[config.mk]
export PLATFORM = sky130hd
export DESIGN_NAME = disp_seq_top
export DESIGN_NICKNAME = d
export VERILOG_FILES = /design/src/rtl/disp_seq_pkg.sv /design/src/rtl/disp_seq_geom.sv /design/src/rtl/disp_seq_fsm.sv /design/src/rtl/disp_seq_top.sv
export SDC_FILE = /design/constraint.sdc
export NUM_CORES = 1
export LEC_CHECK = 0
export ABC_AREA = 1
export BUFFER_PORTS_ARGS = -buffer_cell sky130_fd_sc_hd__buf_4
export CELL_PAD_IN_SITES_DETAIL_PLACEMENT = 0
export CELL_PAD_IN_SITES_GLOBAL_PLACEMENT = 1
export CORE_MARGIN = 5
export CORE_UTILIZATION = 28
export DETAILED_ROUTE_END_ITERATION = 10
export PLACE_DENSITY = 0.95
export SYNTH_ARGS = -nofsm -noshare
export SYNTH_HDL_FRONTEND = slang
export SYNTH_SLANG_ARGS = --single-unit
[constraint.sdc]
create_clock -name clk -period 3.4 [get_ports clk]
set_input_delay 0 -clock clk [delete_from_list [all_inputs] [get_ports clk]]
set_output_delay 0 -clock clk [all_outputs]
set_load 0.05 [all_outputs]
[src/rtl/disp_seq_pkg.sv]
package disp_seq_pkg;
  parameter int VW = 9;
  parameter int BW = 6;

  typedef enum logic [1:0] {
    ST_IDLE = 2'd0,
    ST_PREP = 2'd1,
    ST_RUN  = 2'd2
  } seqState_t;

  // comparison strobes passed from the geometry datapath to the FSM
  typedef struct packed {
    logic noMode;
    logic extSel;
    logic hitInact;
    logic hitActive;
    logic belowInact;
    logic atHidden;
  } cmpFlags_t;

  localparam logic [VW-1:0] EXT_TALL_START  = 9'h0F0;
  localparam logic [VW-1:0] EXT_SHORT_START = 9'h0E0;
  localparam logic [VW-1:0] LEG_START       = 9'h0C0;
  localparam logic [VW-1:0] HIDDEN_LINE     = 9'h1FF;
endpackage

[src/rtl/disp_seq_geom.sv]
module disp_seq_geom
  import disp_seq_pkg::*;
#(
  parameter int VWID = VW,
  parameter int BWID = BW
) (
  input  logic [VWID-1:0] vCount,
  input  logic            extMode,
  input  logic            legacyMode,
  input  logic            pal50,
  input  logic            tallMode,
  output logic [VWID-1:0] inactStart,
  output logic [BWID-1:0] borderTop,
  output logic [BWID-1:0] borderBot,
  output cmpFlags_t       flags
);
  // one extra bit so that the "no mode" target line is unreachable
  localparam int AW = VWID + 1;
  logic [AW-1:0] activeLine;

  always_comb begin
    if (extMode) begin
      inactStart = tallMode ? EXT_TALL_START : EXT_SHORT_START;
      case ({tallMode, pal50})
        2'b10:   begin borderTop = BWID'(1);  borderBot = BWID'(3);  end
        2'b11:   begin borderTop = BWID'(24); borderBot = BWID'(24); end
        2'b01:   begin borderTop = BWID'(38); borderBot = BWID'(32); end
        default: begin borderTop = BWID'(11); borderBot = BWID'(8);  end
      endcase
      activeLine = {1'b0, HIDDEN_LINE};
    end else begin
      inactStart = LEG_START;
      borderTop  = pal50 ? BWID'(54) : BWID'(27);
      borderBot  = pal50 ? BWID'(48) : BWID'(24);
      activeLine = legacyMode ? '0 : {1'b1, {VWID{1'b0}}};
    end
  end

  always_comb begin
    flags.noMode     = !extMode && !legacyMode;
    flags.extSel     = extMode;
    flags.hitInact   = (vCount == inactStart);
    flags.hitActive  = ({1'b0, vCount} == activeLine);
    flags.belowInact = (vCount < inactStart);
    flags.atHidden   = (vCount == HIDDEN_LINE);
  end
endmodule

[src/rtl/disp_seq_fsm.sv]
module disp_seq_fsm
  import disp_seq_pkg::*;
(
  input  logic      clk,
  input  logic      rst_n,
  input  logic      lineAdv,
  input  logic      modeWrite,
  input  cmpFlags_t flags,
  output seqState_t state
);
  seqState_t nextState;

  always_comb begin
    nextState = state;
    if (flags.noMode) begin
      nextState = ST_IDLE;
    end else if (modeWrite && state == ST_IDLE) begin
      // mid-frame recovery after a forced idle
      if (flags.belowInact)                   nextState = ST_RUN;
      else if (flags.extSel && flags.atHidden) nextState = ST_PREP;
    end else if (lineAdv) begin
      case (state)
        ST_PREP: nextState = ST_RUN;
        ST_RUN:  if (flags.hitInact) nextState = ST_IDLE;
        default: if (flags.hitActive) nextState = flags.extSel ? ST_PREP : ST_RUN;
      endcase
    end
  end

  always_ff @(posedge clk) begin
    if (!rst_n) state <= ST_IDLE;
    else        state <= nextState;
  end
endmodule

[src/rtl/disp_seq_top.sv]
module disp_seq_top
  import disp_seq_pkg::*;
(
  input  logic          clk,
  input  logic          rst_n,
  input  logic [VW-1:0] vCount,
  input  logic          lineAdv,
  input  logic          modeWrite,
  input  logic          dispEn,
  input  logic          extMode,
  input  logic          legacyMode,
  input  logic          pal50,
  input  logic          tallMode,
  output logic [1:0]    seqState,
  output logic          isActive,
  output logic          vblankFlag,
  output logic [VW-1:0] inactStart,
  output logic [BW-1:0] borderTop,
  output logic [BW-1:0] borderBot
);
  cmpFlags_t flags;
  seqState_t state;

  disp_seq_geom #(.VWID(VW), .BWID(BW)) geom_i (
    .vCount(vCount), .extMode(extMode), .legacyMode(legacyMode),
    .pal50(pal50), .tallMode(tallMode), .inactStart(inactStart),
    .borderTop(borderTop), .borderBot(borderBot), .flags(flags)
  );

  disp_seq_fsm fsm_i (
    .clk(clk), .rst_n(rst_n), .lineAdv(lineAdv), .modeWrite(modeWrite),
    .flags(flags), .state(state)
  );

  assign seqState   = state;
  assign isActive   = (state != ST_IDLE) && dispEn;
  assign vblankFlag = !isActive;
endmodule

==> metrics <==
post-DP HPWL=1.40 mm; # hold bufs at CTS=0; vias post-DR=687; PnR worst setup slack=1.96 ns; IO Pins=43; LEAKAGE=0.527 nW; CTS tree=yes; outcome=finished clean; Total GRT Usage=8.94%; largest registers=fsm_i.state (2); Ys Warns=0; crit-path max FO=4; Psw=199 uW; post_cts resized=0; Reg clk slew, reported paths=0.04 ns; DR DRC count=0; R2R Path End=fsm_i.state[1]; die width=58.9 um; TritonRoute pass-1 iters=4; Die Ht=58.9 um; total gr overflow=0; Worst setup SP type=flop; # setup viols final=0; total wire length=1.59 mm; clock sink count=2; Longest Clk Path Bufs=2; drt wl/cell=9.48 um; Required @ worst endpoint=3.51 ns; nets=169; Worst IR Drop VDD=0.199 mV; initial antenna violation count=0; Int Power=151 uW; Floorplan Core Area=2250 um2; max FFs per register=2; area grow syn2layout=32.6%; max-cap viol count=0; Via density=4.09; dominant cells by area after synthesis=ha_1, buf_4, nand2_1, inv_1, nor2_1; global-route wire length before repair=2.51 mm; vias in the first global route=608; Post-Syn Area=671 um2; reg2reg setup slack=1.96 ns; worst hold path class=in -> reg; Sw Ratio=57.0%; cts bufs inserted=3; RSZ-0062 raised after global routing=false; H-tree depth=1; hold endpoint=fsm_i.state[1]; Clk Latency, worst-skew pair=0.23 ns; Setup TNS Final=0 ns; final hold violation count=0; pre-CTS setup slack=2.00 ns; Mean Syn Cell Area=5.99 um2; pin count of the biggest net entering global routing=14; DIE AREA=3470 um2; Root Buffer=clkbuf_4; cell area power density=394 nW/um2; Comb pwr share=75.2%; num rows=17; sequential area share after synthesis=5.97%; sequential share of power=9.6%; # diodes=0; Clk pwr share=15.2%; commonest non-fill, non-tap cell in the layout=buf_4; postcts setup bufs=0; crit path DAT=1.55 ns; Final ANT Viol Nets=0; cell accounting for the most synthesized area=ha_1; Synth cell types=23; critical path type=reg -> reg; reg2reg path depth=9; Routability Congestion=0.693; CP Capture Type=flop; pins over their slew limit=0; HP Start=rst_n; R2R Path Start=fsm_i.state[0]; initial core utilization=29.7%; Period minus WS final=1.44 ns; period utilization=42.4%; Fmax achieved=693 MHz; Syn Inst Count=112; layout cells sized above 1=33.6%; hold path depth=4; clock skew=0.0122 ns; share of the synthesized area in the top cell type=16.8%; DRT iter0 DRCs=12; IO buf count=34; commonest cells after routing, fill and taps aside=buf_4, nand2_1, inv_1; synthesized flop and latch total=2; Reg with most FFs=fsm_i.state
-- synthesized netlist by cell type (all sizes together) --
cell type and number:
nand4 3, a21oi 1, ha 9, clkinv 1
o21ai 4, or2 2, conb 2, nor2 15
dfxtp 2, nand3 8, nand2 25, a21boi 1
nor3 1, o21a 1, buf 15, inv 22
-- power by group through the flow --
stage	sequential (mW)	clock [mW]	combinational [mW]
floorplan	0.0514	0	0.191
detailed placement	0.0334	0	0.264
global placement	0.0331	0	0.263
finish	0.0337	0.0532	0.263
global route	0.0346	0.0582	0.288
CTS	0.0336	0.0561	0.265
-- logic make-up after synthesis --
group           count (synthesis)  synth area share, %
flops                           2                 5.97
compound gates                  7                 5.97
other cells                     2                 1.12
buf+inv                        38                 30.4
simple gates                   54                 39.7
fa+ha+maj                       9                 16.8
-- worst max-delay path: stages (launching register included) --
cell     delay (ns)
dfxtp_1        0.36
inv_1          0.09
ha_1           0.24
nand2_4        0.08
inv_1          0.07
or2_1          0.25
nand3_2        0.09
nand2_1        0.05
inv_1          0.05
nor2_1         0.04
-- metal layers --
metal | part of all wire, % | track usage [%] | vias to the layer above
met4 | 0 | 0.971 | 0
met3 | 6.5 | 1.54 | 0
met5 | 0 | 0 | -
met2 | 57 | 18.1 | 16
li1 | - | - | 371
met1 | 37 | 9.69 | 300
-- how the worst max path moves through the flow --
stage | startpoint | endpoint | slack, ns | cells past startpoint
after floorplan | fsm_i.state[0] | vblankFlag | 1.19 | 4
after global placement | fsm_i.state[0] | fsm_i.state[1] | 2.02 | 10
after detailed placement | fsm_i.state[0] | fsm_i.state[0] | 2.00 | 9
after CTS | fsm_i.state[0] | fsm_i.state[0] | 1.95 | 8
after global routing | fsm_i.state[0] | fsm_i.state[1] | 1.78 | 9
final | fsm_i.state[0] | fsm_i.state[1] | 1.96 | 9
-- final cells by class --
cell class	count	area, um2
tap	28	35.0
sequential	2	40.0
clock buffer	3	22.5
fill	253	1370
multi-input combinational	78	449
inverter	23	87.6
timing repair buffer	34	255
-- through the flow --
stage	hold slack [ns]	util (%)	instance area [um2]	total power, mW	std cells
2_1_floorplan	0.167	-	693	0.243	118
3_3_place_gp	0.363	38.5	867	0.296	165
3_5_place_dp	0.361	38.5	867	0.297	165
4_1_cts	0.153	39.5	890	0.355	168
5_1_grt	0.193	39.5	890	0.381	168
6_report	0.157	39.5	890	0.350	168
Power figures use the tool's default switching activity.
